**src/rtl/mexp_pkg.sv**
```systemverilog
`timescale 1ns/1ps
package mexp_pkg;
  typedef enum logic [2:0] {
    ST_IDLE   = 3'd0,
    ST_INIT_P = 3'd1,
    ST_INIT_Z = 3'd2,
    ST_MUL    = 3'd3,
    ST_SQR    = 3'd4,
    ST_FINAL  = 3'd5
  } mexp_state_e;
endpackage

```
**src/rtl/mexp_mont_mul.sv**
```systemverilog
`timescale 1ns/1ps
module mexp_mont_mul #(
  parameter int W = 16
) (
  input  logic              clk,
  input  logic              rst_n,
  input  logic              start_i,
  input  logic [W+2:0]      a1_i,
  input  logic [W+2:0]      a2_i,
  input  logic [W+2:0]      b1_i,
  input  logic [W+2:0]      b2_i,
  input  logic [W-1:0]      mod_i,
  output logic              busy_o,
  output logic              done_o,
  output logic [W+2:0]      s1_o,
  output logic [W+2:0]      s2_o
);
  localparam int DW  = W + 3;
  localparam int NIT = W + 2;
  localparam int CW  = $clog2(NIT + 1);

  typedef struct packed {
    logic [DW-1:0] s;
    logic [DW-1:0] c;
  } csv_t;

  // three-to-two compression, carry vector already weighted by two
  function automatic csv_t csa3(input logic [DW-1:0] x, input logic [DW-1:0] y,
                                input logic [DW-1:0] z);
    csv_t r;
    r.s = x ^ y ^ z;
    r.c = ((x & y) | (x & z) | (y & z)) << 1;
    return r;
  endfunction

  // parity of the partial sum decides whether M is added
  function automatic logic quot_bit(input logic s1b, input logic s2b, input logic b1b,
                                    input logic b2b, input logic abit);
    return s1b ^ s2b ^ (abit & (b1b ^ b2b));
  endfunction

  // five operands folded into a pair whose sum is even
  function automatic csv_t fold5(input logic [DW-1:0] s1, input logic [DW-1:0] s2,
                                 input logic [DW-1:0] b1, input logic [DW-1:0] b2,
                                 input logic [DW-1:0] m, input logic abit, input logic q);
    csv_t r1, r2, r3;
    r1 = csa3(s1, s2, abit ? b1 : '0);
    r2 = csa3(r1.s, r1.c, abit ? b2 : '0);
    r3 = csa3(r2.s, r2.c, q ? m : '0);
    return r3;
  endfunction

  logic [DW-1:0] s1_q, s2_q, ash1_q, ash2_q, b1_q, b2_q, m_q;
  logic          acy_q, busy_q, done_q;
  logic [CW-1:0] cnt_q;

  logic abit_w, acy_nxt_w, q_w, last_w;
  csv_t fold_w;

  assign abit_w    = ash1_q[0] ^ ash2_q[0] ^ acy_q;
  assign acy_nxt_w = (ash1_q[0] & ash2_q[0]) | (ash1_q[0] & acy_q) | (ash2_q[0] & acy_q);
  assign q_w       = quot_bit(s1_q[0], s2_q[0], b1_q[0], b2_q[0], abit_w);
  assign fold_w    = fold5(s1_q, s2_q, b1_q, b2_q, m_q, abit_w, q_w);
  assign last_w    = (cnt_q == CW'(NIT - 1));

  always_ff @(posedge clk or negedge rst_n) begin
    if (!rst_n) begin
      s1_q <= '0; s2_q <= '0; ash1_q <= '0; ash2_q <= '0;
      b1_q <= '0; b2_q <= '0; m_q <= '0;
      acy_q <= 1'b0; busy_q <= 1'b0; done_q <= 1'b0; cnt_q <= '0;
    end else begin
      done_q <= 1'b0;
      if (start_i && !busy_q) begin
        ash1_q <= a1_i;  ash2_q <= a2_i;
        b1_q   <= b1_i;  b2_q   <= b2_i;
        m_q    <= DW'(mod_i);
        s1_q   <= '0;    s2_q   <= '0;
        acy_q  <= 1'b0;  cnt_q  <= '0;
        busy_q <= 1'b1;
      end else if (busy_q) begin
        s1_q   <= fold_w.s >> 1;
        s2_q   <= fold_w.c >> 1;
        ash1_q <= ash1_q >> 1;
        ash2_q <= ash2_q >> 1;
        acy_q  <= acy_nxt_w;
        cnt_q  <= cnt_q + 1'b1;
        if (last_w) begin
          busy_q <= 1'b0;
          done_q <= 1'b1;
        end
      end
    end
  end

  assign busy_o = busy_q;
  assign done_o = done_q;
  assign s1_o   = s1_q;
  assign s2_o   = s2_q;

  AST_MM_EVEN:  assert property (@(posedge clk) disable iff (!rst_n)
    busy_q |-> !fold_w.s[0]);
  AST_MM_RANGE: assert property (@(posedge clk) disable iff (!rst_n)
    done_q |-> (({1'b0, s1_q} + {1'b0, s2_q}) < {m_q, 1'b0}));
  AST_MM_PULSE: assert property (@(posedge clk) disable iff (!rst_n)
    done_q |=> !done_q);
endmodule

```
**src/rtl/mexp_finalize.sv**
```systemverilog
`timescale 1ns/1ps
module mexp_finalize #(
  parameter int W = 16
) (
  input  logic [W+2:0] s1_i,
  input  logic [W+2:0] s2_i,
  input  logic [W-1:0] mod_i,
  output logic [W-1:0] res_o
);
  localparam int DW = W + 3;

  // the one carry-propagate add, then a single conditional subtract
  function automatic logic [W-1:0] resolve(input logic [DW-1:0] a, input logic [DW-1:0] b,
                                           input logic [W-1:0] m);
    logic [DW:0] sum, mx;
    sum = {1'b0, a} + {1'b0, b};
    mx  = (DW+1)'(m);
    return W'((sum >= mx) ? (sum - mx) : sum);
  endfunction

  assign res_o = resolve(s1_i, s2_i, mod_i);
endmodule

```
**src/rtl/mexp_seq.sv**
```systemverilog
`timescale 1ns/1ps
module mexp_seq
  import mexp_pkg::*;
#(
  parameter int W  = 16,
  parameter int EW = 16
) (
  input  logic          clk,
  input  logic          rst_n,
  input  logic          start_i,
  input  logic [W-1:0]  base_i,
  input  logic [EW-1:0] exp_i,
  input  logic [W-1:0]  mod_i,
  input  logic [W-1:0]  rsq_i,
  input  logic          mm_busy_i,
  input  logic          mm_done_i,
  input  logic [W+2:0]  mm_s1_i,
  input  logic [W+2:0]  mm_s2_i,
  input  logic [W-1:0]  fin_i,
  output logic          mm_start_o,
  output logic [W+2:0]  mm_a1_o,
  output logic [W+2:0]  mm_a2_o,
  output logic [W+2:0]  mm_b1_o,
  output logic [W+2:0]  mm_b2_o,
  output logic [W-1:0]  mm_mod_o,
  output logic          busy_o,
  output logic          done_o,
  output logic [W-1:0]  result_o
);
  localparam int DW = W + 3;
  localparam int IW = (EW > 1) ? $clog2(EW) : 1;
  localparam logic [DW-1:0] ONE = DW'(1);

  mexp_state_e   state_q;
  logic          issued_q, done_q;
  logic [IW-1:0] idx_q;
  logic [W-1:0]  x_q, m_q, k_q, res_q;
  logic [EW-1:0] e_q;
  logic [DW-1:0] p1_q, p2_q, z1_q, z2_q;

  logic          op_done_w, last_bit_w, next_last_w, next_bit_w;
  logic [IW-1:0] nidx_w;

  function automatic mexp_state_e route(input logic bit_set, input logic is_last);
    if (bit_set) return ST_MUL;
    if (is_last) return ST_FINAL;
    return ST_SQR;
  endfunction

  assign op_done_w   = issued_q && mm_done_i;
  assign nidx_w      = idx_q + 1'b1;
  assign last_bit_w  = (idx_q == IW'(EW - 1));
  assign next_last_w = (nidx_w == IW'(EW - 1));
  assign next_bit_w  = e_q[nidx_w];

  always_comb begin
    mm_a1_o = p1_q; mm_a2_o = p2_q; mm_b1_o = ONE; mm_b2_o = '0;
    case (state_q)
      ST_INIT_P: begin mm_a1_o = DW'(k_q); mm_a2_o = '0; mm_b1_o = ONE;      mm_b2_o = '0;   end
      ST_INIT_Z: begin mm_a1_o = DW'(k_q); mm_a2_o = '0; mm_b1_o = DW'(x_q); mm_b2_o = '0;   end
      ST_MUL:    begin mm_a1_o = p1_q;     mm_a2_o = p2_q; mm_b1_o = z1_q;   mm_b2_o = z2_q; end
      ST_SQR:    begin mm_a1_o = z1_q;     mm_a2_o = z2_q; mm_b1_o = z1_q;   mm_b2_o = z2_q; end
      default:   begin mm_a1_o = p1_q;     mm_a2_o = p2_q; mm_b1_o = ONE;    mm_b2_o = '0;   end
    endcase
  end

  assign mm_start_o = (state_q != ST_IDLE) && !issued_q;
  assign mm_mod_o   = m_q;

  always_ff @(posedge clk or negedge rst_n) begin
    if (!rst_n) begin
      state_q <= ST_IDLE; issued_q <= 1'b0; done_q <= 1'b0; idx_q <= '0;
      x_q <= '0; m_q <= '0; k_q <= '0; e_q <= '0; res_q <= '0;
      p1_q <= '0; p2_q <= '0; z1_q <= '0; z2_q <= '0;
    end else begin
      done_q <= 1'b0;
      if (state_q == ST_IDLE) begin
        if (start_i) begin
          x_q <= base_i; e_q <= exp_i; m_q <= mod_i; k_q <= rsq_i;
          idx_q <= '0; issued_q <= 1'b0;
          state_q <= ST_INIT_P;
        end
      end else if (!issued_q) begin
        issued_q <= 1'b1;
      end else if (op_done_w) begin
        issued_q <= 1'b0;
        case (state_q)
          ST_INIT_P: begin
            p1_q <= mm_s1_i; p2_q <= mm_s2_i;
            state_q <= ST_INIT_Z;
          end
          ST_INIT_Z: begin
            z1_q <= mm_s1_i; z2_q <= mm_s2_i;
            state_q <= route(e_q[0], last_bit_w);
          end
          ST_MUL: begin
            p1_q <= mm_s1_i; p2_q <= mm_s2_i;
            state_q <= last_bit_w ? ST_FINAL : ST_SQR;
          end
          ST_SQR: begin
            z1_q <= mm_s1_i; z2_q <= mm_s2_i;
            idx_q <= nidx_w;
            state_q <= route(next_bit_w, next_last_w);
          end
          ST_FINAL: begin
            res_q   <= fin_i;
            done_q  <= 1'b1;
            state_q <= ST_IDLE;
          end
          default: state_q <= ST_IDLE;
        endcase
      end
    end
  end

  assign busy_o   = (state_q != ST_IDLE);
  assign done_o   = done_q;
  assign result_o = res_q;

  AST_START_BUSY:  assert property (@(posedge clk) disable iff (!rst_n)
    (start_i && !busy_o) |=> busy_o);
  AST_MM_IDLE:     assert property (@(posedge clk) disable iff (!rst_n)
    mm_start_o |-> !mm_busy_i);
  AST_DONE_PULSE:  assert property (@(posedge clk) disable iff (!rst_n)
    done_o |=> !done_o);
  AST_DONE_IDLE:   assert property (@(posedge clk) disable iff (!rst_n)
    done_o |-> !busy_o);
  AST_RES_RANGE:   assert property (@(posedge clk) disable iff (!rst_n)
    done_o |-> (result_o < m_q));
  AST_RES_HOLD:    assert property (@(posedge clk) disable iff (!rst_n)
    (!busy_o && $past(!busy_o)) |-> $stable(result_o));
  AST_OPS_FROZEN:  assert property (@(posedge clk) disable iff (!rst_n)
    busy_o |=> ($stable(m_q) && $stable(e_q) && $stable(x_q)));
endmodule

```
**src/rtl/mexp_core.sv**
```systemverilog
`timescale 1ns/1ps
module mexp_core #(
  parameter int W  = 16,
  parameter int EW = 16
) (
  input  logic          clk,
  input  logic          rst_n,
  input  logic          start_i,
  input  logic [W-1:0]  base_i,
  input  logic [EW-1:0] exp_i,
  input  logic [W-1:0]  mod_i,
  input  logic [W-1:0]  rsq_i,
  output logic          busy_o,
  output logic          done_o,
  output logic [W-1:0]  result_o
);
  localparam int DW = W + 3;

  logic          mm_start, mm_busy, mm_done;
  logic [DW-1:0] mm_a1, mm_a2, mm_b1, mm_b2, mm_s1, mm_s2;
  logic [W-1:0]  mm_mod, fin_res;

  mexp_seq #(.W(W), .EW(EW)) seq_i (
    .clk(clk), .rst_n(rst_n), .start_i(start_i),
    .base_i(base_i), .exp_i(exp_i), .mod_i(mod_i), .rsq_i(rsq_i),
    .mm_busy_i(mm_busy), .mm_done_i(mm_done), .mm_s1_i(mm_s1), .mm_s2_i(mm_s2),
    .fin_i(fin_res), .mm_start_o(mm_start),
    .mm_a1_o(mm_a1), .mm_a2_o(mm_a2), .mm_b1_o(mm_b1), .mm_b2_o(mm_b2),
    .mm_mod_o(mm_mod), .busy_o(busy_o), .done_o(done_o), .result_o(result_o)
  );

  mexp_mont_mul #(.W(W)) mul_i (
    .clk(clk), .rst_n(rst_n), .start_i(mm_start),
    .a1_i(mm_a1), .a2_i(mm_a2), .b1_i(mm_b1), .b2_i(mm_b2), .mod_i(mm_mod),
    .busy_o(mm_busy), .done_o(mm_done), .s1_o(mm_s1), .s2_o(mm_s2)
  );

  mexp_finalize #(.W(W)) fin_i (
    .s1_i(mm_s1), .s2_i(mm_s2), .mod_i(mm_mod), .res_o(fin_res)
  );
endmodule

```
**config.mk**
```make
export PLATFORM = sky130hd
export DESIGN_NAME = mexp_core
export DESIGN_NICKNAME = d
export VERILOG_FILES = /design/src/rtl/mexp_pkg.sv /design/src/rtl/mexp_mont_mul.sv /design/src/rtl/mexp_finalize.sv /design/src/rtl/mexp_seq.sv /design/src/rtl/mexp_core.sv
export SDC_FILE = /design/constraint.sdc
export NUM_CORES = 1
export LEC_CHECK = 0
export BUFFER_PORTS_ARGS = -buffer_cell sky130_fd_sc_hd__buf_2
export CAP_MARGIN = 20
export CORE_ASPECT_RATIO = 1.25
export CORE_MARGIN = 2
export CORE_UTILIZATION = 50
export CTS_BUF_LIST = sky130_fd_sc_hd__clkbuf_8
export DETAILED_ROUTE_END_ITERATION = 8
export HOLD_SLACK_MARGIN = 0.15
export PLACE_DENSITY = 0.7
export REMOVE_ABC_BUFFERS = 1
export SLEW_MARGIN = 20
export SYNTH_ARGS = -nofsm -noshare
export SYNTH_HDL_FRONTEND = slang
export SYNTH_SLANG_ARGS = --single-unit
```
**constraint.sdc**
```tcl
create_clock -name clk -period 3.6 [get_ports clk]
set_input_delay 0.72 -clock clk [delete_from_list [all_inputs] [get_ports clk]]
set_output_delay 0.72 -clock clk [all_outputs]
set_load 0.01 [all_outputs]
```
; ---- After elaboration in Yosys (flattened, before gate mapping)
; Cells that the tools add are included.
[word_totals]
ff_bits = 303
inputBits = 67
[classes]
n_lt_le_gt_ge = 2
n_eq_ne = 9
bitwise_logic = 33
n_reduce_logical = 21
n_addsub = 4
muxes = 77
[op_table]
columns = cell, n
row1 = 19-bit 2-to-1 mux, 11
row2 = 18-bit AND, 9
row3 = 19-bit one-hot mux with 2 select lines, 3
row4 = 19-bit bitwise XOR, 6
row5 = 18-bit bitwise OR, 6
row6 = 1-bit 2-to-1 mux, 40
row7 = 3-bit 2-to-1 mux, 12
row8 = 16-bit 2-to-1 mux, 2
row9 = 19-bit by 19-bit adder with 20-bit output, 1
row10 = 20-bit by 16-bit greater-or-equal comparator with 1-bit output, 1
row11 = 4-bit 2-to-1 mux, 5
row12 = 4-bit AND reduction, 4
row13 = 16-bit subtractor, 1
row14 = 3-bit one-hot mux with 4 select lines, 1
row15 = 5-bit 2-to-1 mux, 2
row16 = 4-bit == test (second input constant), 2
row17 = 2-bit nonzero test, 4
row18 = 2-bit OR reduction, 4
row19 = 3-bit by 2-bit == test with 1-bit output (second input constant), 2
row20 = 3-bit == test (second input constant), 2
row21 = 5-bit by 1-bit adder with 5-bit output (second input constant), 1
row22 = 5-bit == test (second input constant), 1
row23 = 4-bit by 5-bit less-than comparator with 1-bit output (second input constant), 1
row24 = 1-bit bitwise XOR, 5
row25 = other kinds (13), 20

; ---- Logic depth before layout (Yosys ltp)
; Gate-level depths: netlist of run 1.
[depth]
depth_word = 19
depth_mapped = 20

; ---- Hierarchy
; A second synthesis of run 1 with hierarchy kept.
[hier_totals]
cells_unflattened = 1408
hier_area_um2 = 16535.9
[by_module_without_submodules]
columns = module, n_inst, area_per_inst_um2, cells_per_inst, seq_area_each_um2
row1 = mexp_seq, 1, 7372.1, 575, 4129.0
row2 = mexp_mont_mul, 1, 7219.4, 582, 3403.3
row3 = mexp_finalize, 1, 1944.4, 251, 0.0

; ---- Least setup slack after synthesis of run 1
; No wires, ideal clock.
[synth_path]
path_type = reg2reg
startpoint = register mul_i.s2_q[0] (netlist: mul_i.s2_o[0])
endpoint = register seq_i.res_q[0] (netlist: seq_i.result_o[0])
path_stages_with_launch = 20
setup_ps = 125
slack_ps = -370
arrival_ps = 3845
path_cell_list = dfrtp_1 ha_1 fa_1 a211oi_1 o21bai_1 a21oi_1 o21bai_1 a21oi_1 xnor2_1 ha_1 and4_1 a21oi_1 o21ai_0 a21o_1 nand2b_1 and4b_1 o21ai_2 buf_6 mux2i_1 mux2_2
[synth_between]
elab_chain_cells = 3
word_cells_on_any_way = 4
cone_classes = add/sub: 2 / order compare: 1 / mux: 1
[synth_rtl]
columns = item, line
row1 = "start, declared", mexp_mont_mul.sv:53  ; logic [DW-1:0] s1_q, s2_q, ash1_q, ash2_q, b1_q, b2_q, m_q;
row2 = "start signal, assigned", mexp_mont_mul.sv:82  ; s2_q <= fold_w.c >> 1;
row3 = 19-bit by 19-bit adder with 20-bit output (*), mexp_finalize.sv:16  ; sum = {1'b0, a} + {1'b0, b};
row4 = 16-bit subtractor or 20-bit by 16-bit greater-or-equal comparator with 1-bit output (tied branches), mexp_finalize.sv:18  ; return W'((sum >= mx) ? (sum - mx) : sum);
row5 = 16-bit 2-to-1 mux (*), mexp_finalize.sv:18
row6 = "end signal, assigned", mexp_seq.sv:106  ; res_q <= fin_i;
row7 = "end, declared", mexp_seq.sv:37  ; logic [W-1:0] x_q, m_q, k_q, res_q;
; Every way passes the cells marked *; elsewhere a longest branch is shown, timed or not.
; A chain may end at the register's enable or synchronous reset.

; ---- Worst setup path after layout of run 1
[layout_path]
startpoint = register mul_i.s1_q[0] (netlist: mul_i.s1_o[0])
endpoint = register seq_i.res_q[12] (netlist: seq_i.result_o[12])
[layout_between]
elab_chain_cells = 3
word_cells_on_any_way = 4
cone_classes = add/sub: 2 / order compare: 1 / mux: 1
[layout_rtl]
columns = item, line
row1 = "start, declared", mexp_mont_mul.sv:53
row2 = "start signal, assigned", mexp_mont_mul.sv:81  ; s1_q <= fold_w.s >> 1;
row3 = 19-bit by 19-bit adder with 20-bit output (*), mexp_finalize.sv:16
row4 = 16-bit subtractor or 20-bit by 16-bit greater-or-equal comparator with 1-bit output (tied branches), mexp_finalize.sv:18
row5 = 16-bit 2-to-1 mux (*), mexp_finalize.sv:18
; Marks and branches as above.

==> results of run 1 <==
## Yosys cell counts (3+ instances only)
cell,instances,area share [%]
inv_1,100,2.4
nor3_1,9,0.29
and3_1,4,0.16
mux2_1,34,2.5
mux2i_1,12,0.78
nand2b_1,39,1.6
o211ai_1,4,0.19
mux2_2,59,4.3
nor4_1,3,0.12
o221ai_1,4,0.23
ha_1,41,3.3
o31ai_1,30,1.5
nand3_1,58,1.9
nor2_1,66,1.6
fa_1,53,6.9
o22ai_1,3,0.12
a21oi_1,107,3.5
buf_1,8,0.19
and2_1,6,0.24
o21ai_1,50,1.6
a22oi_1,17,0.83
a21o_1,8,0.39
o21ai_0,78,2.5
o21bai_1,7,0.34
mux4_2,5,0.73
xnor2_1,27,1.5
nand2_1,246,6.0
xor2_1,9,0.51
o31a_1,3,0.17
clkbuf_1,76,1.8
nor2b_1,26,1.1
dfrtp_1,293,47
a221oi_1,17,0.96
buf_2,4,0.13
nand4_1,3,0.12
## metrics by stage
stage | TNS [ns] | area [um2]
4_1_cts | -1.36 | 18100
5_1_grt | -5.82 | 18200
3_3_place_gp | -5.67 | 16900
6_report | -3.19 | 18200
2_1_floorplan | -68.86 | 15100
3_5_place_dp | -6.63 | 16900
## metal layers
layer	vias to the layer above	global-route usage (%)	wire length [um]
li1	5570	-	-
met1	5932	32.5	16600
met2	329	43.6	19800
met3	90	4.05	2130
met4	0	7.46	1200
met5	-	0	0
## sequential cells by signal (all words and copies together) (netlist names), 18 cells and up
| name | cells |
|---|---|
| seq_i.p2_q | 18 |
| seq_i.z1_q | 18 |
| seq_i.z2_q | 18 |
| mul_i.s2_o | 18 |
| mul_i.b2_q | 18 |
| mul_i.b1_q | 18 |
| mul_i.ash2_q | 18 |
| mul_i.s1_o | 18 |
| seq_i.p1_q | 18 |
| mul_i.ash1_q | 18 |
## power breakdown
| part | internal (mW) | switching [mW] |
|---|---|---|
| registers | 4.33 | 0.688 |
| logic | 4.63 | 5.50 |
| clock network | 1.73 | 1.35 |
## area by class of cell
class                   instances  area [um2]
inverters                     100         375
multi-input cells            1059        7540
clock inverters                18        96.3
flip-flops and latches        293        7340
clock buffers                  68         936
fillers                      2672       12500
well taps                     407         509
repair buffers                201        1410
## critical path, cell delays in order, from the launching register on
cell and delay, ns:
dfrtp_1 0.39, ha_2 0.20, fa_2 0.36, a211oi_2 0.19, buf_4 0.16, o21bai_4 0.07, a21oi_2 0.19, o21bai_1 0.08
a21oi_1 0.18, xnor2_1 0.11, ha_1 0.33, and4_4 0.23, and2_1 0.16, a21o_1 0.15, nand2b_1 0.06, and4b_2 0.25
o21ai_4 0.12, buf_8 0.19, mux2i_2 0.23, a21oi_2 0.07
## final timing paths
kind	start	cells after the start	endpoint
worst min register to register	mul_i.b2_q[16]	2	mul_i.b2_q[16]
worst min-delay path	rst_n	1	seq_i.mm_mod_o[6]
worst max-delay path	mul_i.s1_o[0]	19	seq_i.result_o[12]
worst max register to register	mul_i.s1_o[0]	19	seq_i.result_o[12]
max in group asynchronous	rst_n	2	seq_i.mm_mod_o[11]
min in group clk	mod_i[4]	3	seq_i.mm_mod_o[4]
## kinds of logic after synthesis
logic type,Yosys count
AND/OR/NAND/NOR,470
AO/OA/AOI/OAI,349
flip-flops,293
buffers and inverters,191
multiplexers,110
adder cells (fa/ha/maj),94
XOR/XNOR,36
## repair_timing
item	in CTS	in global routing
pin swaps	20	10
gates resized for setup	18	11
buffers inserted	7	4
endpoints found under the setup margin	16	16
cloned	1	0
==> summary.txt, run 1 <==
YOSYS
-----------------------------------------------------------------------------------------------------
Async S/R FF share, synth ..............................................................         100%
Synthesized-area fraction occupied by and/or/nand/nor cells ............................        13.5%
Post-synthesis compound-gate area fraction .............................................        13.7%
Share of cell area taken by muxes after synthesis ......................................        8.28%
Number of library cell types mapped by synthesis .......................................           61
Synth Area in XOR/XNOR .................................................................        2.04%
Post-synthesis share of cell area spent on full adders, half adders and majority gates .        10.2%
Flops & latches, synth .................................................................          293
Average size of a mapped cell ..........................................................     10.0 um2
Number of standard cells after synthesis ...............................................         1543
Warning count from the yosys run .......................................................            0
Sequential element share of the synthesized area .......................................        47.4%
Top flip-flop cell by instance count after synthesis ...................................      dfrtp_1
Number of enable-type register cells in the synthesized netlist ........................            0
Main combinational cell family by area after synthesis ................................. compound AO/OA/AOI/OAI gates
Cell area after synthesis ..............................................................    15500 um2

CRITICAL PATH
-----------------------------------------------------------------------------------------------------
Largest fanout on the critical path ....................................................            6
Setup crit start kind ..................................................................     register
Required time reported for the critical path endpoint ..................................      4.06 ns
Minimum setup slack among reg-to-reg paths .............................................     -0.25 ns
Kind of critical path ..................................................................      reg2reg
Sort of element at the end of the critical path ........................................     register
Data arrival time of the critical path .................................................      4.30 ns

ROUTING
-----------------------------------------------------------------------------------------------------
Via Count ..............................................................................        11921
Final ANT Viol Nets ....................................................................            0
Initial drt markers ....................................................................          776
Drt drc ................................................................................            0
Number of vias per cell ................................................................         5.55
Post-DR wirelength/cell ................................................................      18.5 um
Total iterations of the first detailed-routing run .....................................            5
Final wirelength .......................................................................     39700 um

GLOBAL ROUTE
-----------------------------------------------------------------------------------------------------
Vias in the first global route .........................................................        12423
Maximum number of pins on one net before global-route repair ...........................          105
Number of antenna violations at the first check in global routing ......................            0
Aggregate global routing overflow ......................................................            0
Global-route wire length before repair .................................................     64500 um
Tot GR Track Use .......................................................................        25.1%

DIE
-----------------------------------------------------------------------------------------------------
Num ports ..............................................................................           85
Height of the die ......................................................................       201 um
Die Outline Area .......................................................................    32400 um2
Horizontal die dimension ...............................................................       161 um
Row count ..............................................................................           72
Effective utilization at floorplan .....................................................        50.3%
Area of the core .......................................................................    30700 um2

TIMING
-----------------------------------------------------------------------------------------------------
Unrepaired setup endpoints after global routing ........................................          yes
Slew at the pin closest to its max-slew limit ..........................................      1.17 ns
Number of setup violations in the final report .........................................           16
Final count of hold timing violations ..................................................            0
Minimum hold slack .....................................................................     0.207 ns
Post-route clock skew ..................................................................    0.0197 ns
Period utilization .....................................................................         107%
Remaining max-slew budget at the tightest pin ..........................................        22.0%
Min setup slack post-route .............................................................    -0.248 ns
FMAX ...................................................................................      260 MHz
Min cycle time layout ..................................................................      3.85 ns
Fin. max-slew vios .....................................................................            0

CELLS AND AREA
-----------------------------------------------------------------------------------------------------
Fraction of layout cells with a size suffix above 1 ....................................        22.1%
Fin nets ...............................................................................         1866
Finished Core Util .....................................................................        59.2%
Commonest non-fill, non-tap cells in the layout ........................................ 292 x dfrtp_1, 244 x nand2_1, 115 x inv_1
Area growth from synthesis to final layout .............................................        17.7%
Leading cell type in the layout, fill and taps excluded ................................      dfrtp_1
Antenna fix cells ......................................................................            0
Count of non-filler cells in the finished layout .......................................         2146

PWR
-----------------------------------------------------------------------------------------------------
Leakage power figure ...................................................................      8.56 nW
Total power of the final layout ........................................................      18.2 mW
Max rail drop VDD ......................................................................     0.490 mV
PwrDens ................................................................................  1000 nW/um2

CLOCKING
-----------------------------------------------------------------------------------------------------
Total number of clock tree sinks .......................................................          293
CTS clock-pin slew for the worst setup and hold paths ..................................      0.06 ns
Clock tree root driver cell ............................................................     clkbuf_8
CTS tree ...............................................................................          yes
Number of H-tree levels ................................................................            2
Count of hold-fix buffers inserted at cts ..............................................            0
Cts bufs inserted ......................................................................           50
Clock latency at the later pin of the worst-skew pair ..................................      0.59 ns
Clock buffer depth .....................................................................            3

STATUS
-----------------------------------------------------------------------------------------------------
Violated checks ........................................................................ negative setup slack
Run status ............................................................................. complete, but fails checks

PLACED DESIGN
-----------------------------------------------------------------------------------------------------
Inst Count DP ..........................................................................         2048
Global placer's final weighted congestion ..............................................        0.860
Port Buffers ...........................................................................           84
Estimated wirelength of the detail-placed design .......................................     26200 um
Worst slack at placement ...............................................................    -0.470 ns

WORST HOLD PATH
-----------------------------------------------------------------------------------------------------
Class of the tightest hold or removal check ............................................     in2async

JOB
-----------------------------------------------------------------------------------------------------
Max-capacitance violation count ........................................................            0

No activity file was read; power rests on OpenSTA's default activity.
==> inputs of run 2 (changes only) <==
--- a/config.mk
+++ b/config.mk
@@ -16,5 +16,4 @@
 export PLACE_DENSITY = 0.7
 export REMOVE_ABC_BUFFERS = 1
-export SLEW_MARGIN = 20
 export SYNTH_ARGS = -nofsm -noshare
 export SYNTH_HDL_FRONTEND = slang
==> constraint.sdc (replaced) <==
create_clock -name clk -period 3.1 [get_ports clk]
set_input_delay 0.31 -clock clk [delete_from_list [all_inputs] [get_ports clk]]
set_output_delay 0.31 -clock clk [all_outputs]
set_load 0.01 [all_outputs]
==> run 2 against run 1 <==
The run still ends with negative setup slack left. Fmax increased by 2.7%. Sequential power grew 17%. Via count up 3.0%. Power grew 21%. Non-clock buffer count grew 94. Combinational power is 29% higher. Clock skew rose by 0.0057 ns. Die area unchanged. Critical endpoint is now seq_i.result_o[5]. Highest routed layer unchanged.
==> summary.txt, run 2 (same netlist as run 1, synthesis figures left out) <==
STATUS
--------------------------------------------------------------------------------
Run status ........................................................ complete, but fails checks
Violated checks ................................................... negative setup slack

PWR
--------------------------------------------------------------------------------
Clk network pwr share .............................................        14.5%
Logic pwr share ...................................................        58.9%
PwrDens ...........................................................  1150 nW/um2
Leakage power figure ..............................................      9.08 nW
Switching power as a share of total power .........................        41.8%
Seq pwr share .....................................................        26.6%
Max rail drop VDD .................................................     0.673 mV
Switching power ...................................................      9.24 mW
Total power of the final layout ...................................      22.1 mW
P_int .............................................................      12.9 mW

TIMING
--------------------------------------------------------------------------------
FMAX ..............................................................      267 MHz
Final count of hold timing violations .............................            0
Number of setup violations in the final report ....................           33
Min setup slack post-route ........................................    -0.647 ns
Min cycle time layout .............................................      3.75 ns
Slew at the pin closest to its max-slew limit .....................     0.951 ns
Unrepaired setup endpoints after global routing ...................          yes
Fin. max-slew vios ................................................            0
Period utilization ................................................         121%
Post-route clock skew .............................................    0.0254 ns
Remaining max-slew budget at the tightest pin .....................        36.6%

CRITICAL PATH
--------------------------------------------------------------------------------
First element of the critical path ................................ mul_i.s1_o[0]
End point of the critical path .................................... seq_i.result_o[5]
Start of the worst register-to-register path ...................... mul_i.s1_o[0]
Sort of element at the end of the critical path ...................     register
End of the worst register-to-register path ........................ seq_i.result_o[5]
Biggest cell delay along the critical path ........................      0.38 ns
Setup crit start kind .............................................     register
Slowest stage cell on the critical path ...........................      dfrtp_1
Largest fanout on the critical path ...............................            6
Worst-case reg-to-reg path depth ..................................           20
Required time reported for the critical path endpoint .............      3.55 ns
Kind of critical path .............................................      reg2reg
Crit-path cells ................................................... ha_2 > fa_2 > a211oi_2 > buf_4 > o21bai_1 > a21oi_2 > o21bai_1 > a21oi_1 > xnor2_1 > ha_1 > and4_4 > a21oi_2 > o21ai_1 > a21o_1 > nand2b_1 > and4b_2 > o21ai_4 > buf_4 > mux2i_1 > a21oi_1
Minimum setup slack among reg-to-reg paths ........................     -0.65 ns
Data arrival time of the critical path ............................      4.20 ns

PLACED DESIGN
--------------------------------------------------------------------------------
Inst Count DP .....................................................         2076
Global placer's final weighted congestion .........................        0.879
Port Buffers ......................................................           84
Estimated wirelength of the detail-placed design ..................     26700 um

CELLS AND AREA
--------------------------------------------------------------------------------
Leading cell type in the layout, fill and taps excluded ...........      dfrtp_1
Total area of multi-input combinational cells .....................     7780 um2
Fraction of layout cells with a size suffix above 1 ...............        26.4%
Count of non-filler cells in the finished layout ..................         2239
Sequential cell area ..............................................     7340 um2
Fin nets ..........................................................         1958
Commonest non-fill, non-tap cells in the layout ................... 290 x dfrtp_1, 234 x nand2_1, 128 x buf_4
Finished Core Util ................................................        62.7%
Area growth from synthesis to final layout ........................        24.6%
Final-layout fill cell count ......................................         2499
Antenna fix cells .................................................            0

DIE
--------------------------------------------------------------------------------
Height of the die .................................................       201 um
Num ports .........................................................           85
Horizontal die dimension ..........................................       161 um
Die Outline Area ..................................................    32400 um2
Effective utilization at floorplan ................................        50.3%
Area of the core ..................................................    30700 um2
Row count .........................................................           72

ROUTING
--------------------------------------------------------------------------------
Final ANT Viol Nets ...............................................            0
Total iterations of the first detailed-routing run ................            5
Number of vias per cell ...........................................         5.48
Final wirelength ..................................................     41400 um
Initial drt markers ...............................................          766
Post-DR wirelength/cell ...........................................      18.5 um
Drt drc ...........................................................            0
Via Count .........................................................        12277

CLOCKING
--------------------------------------------------------------------------------
Total number of clock tree sinks ..................................          293
CTS tree ..........................................................          yes
Number of H-tree levels ...........................................            2
CTS clock-pin slew for the worst setup and hold paths .............      0.06 ns
Clock tree root driver cell .......................................     clkbuf_8
Clock latency at the later pin of the worst-skew pair .............      0.59 ns
Cts bufs inserted .................................................           48
Clock buffer depth ................................................            3

GLOBAL ROUTE
--------------------------------------------------------------------------------
Tot GR Track Use ..................................................        26.4%
Aggregate global routing overflow .................................            0
Vias in the first global route ....................................        13089
Global-route wire length before repair ............................     67800 um
Number of antenna violations at the first check in global routing .            0
Maximum number of pins on one net before global-route repair ......           81

WORST HOLD PATH
--------------------------------------------------------------------------------
Class of the tightest hold or removal check .......................     in2async

JOB
--------------------------------------------------------------------------------
Max-capacitance violation count ...................................            0

-- run 2: final cells by class --
type                            instances  area share, %
Multi-Input combinational cell       1059           40.4
Inverter                              100           1.95
Clock inverter                         28          0.604
Tap cell                              407           2.64
Clock buffer                           57           4.07
Timing Repair Buffer                  295           12.3
Sequential cell                       293           38.1
-- run 2: worst min-delay path by stage --
stage	startpoint	endpoint	slack, ns	cells after the start
6_report	rst_n	seq_i.z1_q[3]	0.32	2
5_1_grt	rst_n	seq_i.z1_q[3]	0.35	2
4_1_cts	rst_n	seq_i.k_q[3]	0.31	2
3_5_place_dp	rst_n	seq_i.k_q[3]	0.35	1
3_3_place_gp	rst_n	seq_i.k_q[3]	0.35	1
2_1_floorplan	rst_n	mul_i.acy_q	0.01	0
-- run 2: per-layer routing --
metal  wire, um  GRT usage, %  up-vias
met5          0             0        -
met4       1410          9.79        0
met3       2140          3.99       99
met2      21100          46.1      363
met1      16700          33.4     6075
li1           -             -     5740
-- run 2: critical path: cells and delay by family (launching register included) --
family                     cells  cell delay [ns]
xor gates and xnor gates       1             0.19
buffers and inverters          2             0.32
adders and majority gates      3             0.86
DFF                            1             0.38
muxes                          1             0.15
AOI/OAI and AO/OA             10             1.16
and+or+nand+nor                3             0.53
-- run 2: metrics by stage --
| step | setup slack (ns) | instance area [um2] | TNS (ns) | hold slack [ns] |
|---|---|---|---|---|
| after floorplan | -1.73 | 15100 | -153.28 | 0.0144 |
| after global placement | -0.936 | 17200 | -14.06 | 0.349 |
| after detailed placement | -1.12 | 17200 | -16.96 | 0.350 |
| after CTS | -0.714 | 19100 | -12.35 | 0.311 |
| after global routing | -0.854 | 19300 | -16.71 | 0.353 |
| final | -0.647 | 19300 | -11.29 | 0.322 |
-- run 2: power groups by stage --
stage / Sequential (mW) / Clock [mW] / Combinational (mW)
after floorplan: 5.76 / 0 / 6.97
after CTS: 5.87 / 3.28 / 12.5
after detailed placement: 5.87 / 0 / 11.5
after global routing: 6.02 / 3.45 / 14.3
after global placement: 5.82 / 0 / 11.2
final: 5.88 / 3.21 / 13.0
-- run 2: what timing repair did --
action | in CTS | in global routing
setup buffers | 7 | 4
hold buffers | 66 | 0
hold endpoints to repair | 139 | 0
gates cloned | 3 | 0
pin swaps | 71 | 13
resized for setup | 73 | 41
setup endpoints to repair | 46 | 49
==> inputs of run 3 (changes only) <==
ABC_AREA = 1   (was not set)
==> run 3 against run 2 <==
The flow still finishes with violations (negative setup slack). Sequential power down 3%. Hold slack worse by 0.051 ns. Sequential share of layout area down 0.52 points. Register-to-register slack better by 0.53 ns. Core utilization up 1.7 points.
==> summary.txt, run 3 <==
PLACED DESIGN
--------------------------------------------------------------------------------
Inst Count DP .....................................................         2332
Port Buffers ......................................................           84
Estimated wirelength of the detail-placed design ..................     26000 um
Global placer's final weighted congestion .........................        0.881

WORST HOLD PATH
--------------------------------------------------------------------------------
Hold Startpoint ...................................................      start_i
Worst Hold End .................................................... seq_i.issued_q
Class of the tightest hold or removal check .......................       in2reg
Worst hold stages .................................................            4

CRITICAL PATH
--------------------------------------------------------------------------------
Crit-path cells ................................................... inv_2 > fa_2 > clkinv_4 > buf_12 > buf_6 > nand2_4 > fa_2 > fa_2 > inv_2 > fa_2 > nand2_1 > o21ai_1
End of the worst register-to-register path ........................ mul_i.s1_o[13]
Largest fanout on the critical path ...............................            6
Kind of critical path .............................................      reg2reg
Required time reported for the critical path endpoint .............      3.60 ns
Start of the worst register-to-register path ......................  mul_i.acy_q
Minimum setup slack among reg-to-reg paths ........................     -0.12 ns
Largest delay contributor family on the critical path .............  adder cells
Worst-case reg-to-reg path depth ..................................           12
Setup crit start kind .............................................     register
Crit-path most repeated cell ......................................         fa_2
Data arrival time of the critical path ............................      3.72 ns
Slowest stage cell on the critical path ...........................         fa_2
Biggest cell delay along the critical path ........................      0.63 ns
Sort of element at the end of the critical path ...................     register
CP Buf/Inv Count ..................................................            5

CLOCKING
--------------------------------------------------------------------------------
Number of H-tree levels ...........................................            2
Cts bufs inserted .................................................           47
Total number of clock tree sinks ..................................          293
CTS tree ..........................................................          yes
Clock tree root driver cell .......................................     clkbuf_8
Clock latency at the later pin of the worst-skew pair .............      0.60 ns
Clock buffer depth ................................................            3
CTS clock-pin slew for the worst setup and hold paths .............      0.06 ns

GLOBAL ROUTE
--------------------------------------------------------------------------------
Global-route wire length before repair ............................     67300 um
Aggregate global routing overflow .................................            0
Vias in the first global route ....................................        13916
Number of antenna violations at the first check in global routing .            0
Tot GR Track Use ..................................................        25.4%
Maximum number of pins on one net before global-route repair ......           85

YOSYS
--------------------------------------------------------------------------------
Post-synthesis cell type with the largest combined area ...........      dfrtp_1
Top flip-flop cell by instance count after synthesis ..............      dfrtp_1
Fraction of post-synthesis cell area in the top cell type by area .        47.5%
Sequential element share of the synthesized area ..................        47.5%
Dominant cells by area after synthesis ............................ dfrtp_1 47%, nand2_1 15%, fa_1 6.9%
Average size of a mapped cell .....................................     8.42 um2
Number of library cell types mapped by synthesis ..................           42
Cell area after synthesis .........................................    15500 um2
Flops & latches, synth ............................................          293
Post-synth top cells .............................................. 600 x nand2_1, 293 x dfrtp_1, 208 x o21ai_0
Number of standard cells after synthesis ..........................         1835
Number of enable-type register cells in the synthesized netlist ...            0
Dominant cell by count in the synthesized netlist .................      nand2_1
Async S/R FF share, synth .........................................         100%
Warning count from the yosys run ..................................            0

ROUTING
--------------------------------------------------------------------------------
Via Count .........................................................        13318
Final ANT Viol Nets ...............................................            0
Total iterations of the first detailed-routing run ................            5
Post-DR wirelength/cell ...........................................      15.8 um
Final wirelength ..................................................     40000 um
Initial drt markers ...............................................          905
Number of vias per cell ...........................................         5.27
Drt drc ...........................................................            0

TIMING
--------------------------------------------------------------------------------
Final count of hold timing violations .............................            0
Remaining max-slew budget at the tightest pin .....................        40.8%
FMAX ..............................................................      311 MHz
Post-route clock skew .............................................    0.0204 ns
Min setup slack post-route ........................................    -0.117 ns
Fin. max-slew vios ................................................            0
Slew at the pin closest to its max-slew limit .....................     0.882 ns
Period utilization ................................................         104%
Unrepaired setup endpoints after global routing ...................          yes
Setup_tns .........................................................     -1.24 ns
Number of setup violations in the final report ....................           22
Min cycle time layout .............................................      3.22 ns

DIE
--------------------------------------------------------------------------------
Effective utilization at floorplan ................................        51.0%
Height of the die .................................................       201 um
Die Outline Area ..................................................    32300 um2
Row count .........................................................           71
Horizontal die dimension ..........................................       161 um
Num ports .........................................................           85
Area of the core ..................................................    30300 um2

PWR
--------------------------------------------------------------------------------
Switching power ...................................................      8.80 mW
Seq pwr share .....................................................        27.5%
Switching power as a share of total power .........................        42.6%
PwrDens ...........................................................  1060 nW/um2
P_int .............................................................      11.8 mW
Leakage power figure ..............................................      9.75 nW
Logic pwr share ...................................................        56.2%
Max rail drop VDD .................................................     0.839 mV
Clk network pwr share .............................................        16.3%

CELLS AND AREA
--------------------------------------------------------------------------------
Area growth from synthesis to final layout ........................        26.4%
Fraction of layout cells with a size suffix above 1 ...............        21.7%
Leading cell type in the layout, fill and taps excluded ...........      nand2_1
Count of non-filler cells in the finished layout ..................         2527
Antenna fix cells .................................................            0
Commonest non-fill, non-tap cells in the layout ................... 568 x nand2_1, 291 x dfrtp_1, 193 x inv_1
Fin nets ..........................................................         2250

STATUS
--------------------------------------------------------------------------------
Run status ........................................................ complete, but fails checks
Violated checks ................................................... negative setup slack

JOB
--------------------------------------------------------------------------------
Max-capacitance violation count ...................................            0

## run 3: repair_timing
action                     in CTS  in global routing
cloned                          3                  1
hold buffers                   66                  0
pin swaps                      48                 55
setup endpoints to repair      44                 47
setup buffers                  24                 16
hold endpoints to repair      142                  0
gates resized for setup        71                111
## run 3: metal layers
layer  GRT usage, %  vias to the layer above  routed length (um)
li1               -                     6391                   -
met2           42.7                      435               19400
met4           9.63                        0                1200
met5              0                        -                   0
met3           4.28                       88                2430
met1           32.9                     6404               16900
## run 3: cell families (layout without fill, tap and decap cells)
kind of cell | after synthesis | after routing | share of synthesized area, %
xor+xnor | 25 | 25 | 1.42
flops | 293 | 293 | 47.5
fa+ha+maj | 94 | 94 | 10.2
compound gates | 337 | 337 | 12.5
simple gates | 789 | 791 | 20.9
buf+inv | 297 | 586 | 7.51
## run 3: how the worst max path moves through the flow
stage / end / slack, ns / from / cells past startpoint
after global placement: seq_i.result_o[14] / -0.26 / mul_i.s2_o[0] / 21
final: mul_i.s1_o[13] / -0.12 / mul_i.acy_q / 12
after floorplan: mul_i.ash2_q[10] / -0.42 / mul_i.busy_o / 4
after CTS: mul_i.s1_o[10] / -0.05 / mul_i.ash1_q[0] / 11
after global routing: seq_i.result_o[14] / -0.27 / mul_i.s2_o[1] / 21
after detailed placement: seq_i.result_o[10] / -0.37 / mul_i.s2_o[0] / 21
## run 3: layout make-up
type	instances	area, um2
clock buffer	62	853
clock inverter	24	109
fill	2454	10800
inverter	212	801
multi-input combinational	1247	7610
sequential	293	7330
tap	401	502
timing repair buffer	288	2320
## run 3: metrics by stage
stage / cell area [um2] / hold WS (ns) / worst slack, ns / total power, mW / utilization, %
floorplan: 15100 / 0.0144 / -0.418 / 11.5 / -
global placement: 16900 / 0.346 / -0.261 / 14.9 / 55.7
detailed placement: 16900 / 0.354 / -0.374 / 15.1 / 55.7
CTS: 19100 / 0.224 / -0.0505 / 19.8 / 63.1
global route: 19500 / 0.320 / -0.273 / 22.3 / 64.5
finish: 19500 / 0.271 / -0.117 / 20.6 / 64.5
## run 3: tightest hold or removal path, stage by stage
cell	delay, ns
buf_2	0.09
nand2_1	0.12
o21ai_0	0.24
a21oi_1	0.07
## run 3: power groups by stage
stage	sequential [mW]	clock, mW	combinational (mW)
final	5.68	3.36	11.6
after global routing	5.81	3.60	12.9
after CTS	5.66	3.43	10.7
after detailed placement	5.68	0	9.45
after global placement	5.64	0	9.23
after floorplan	5.57	0	5.97
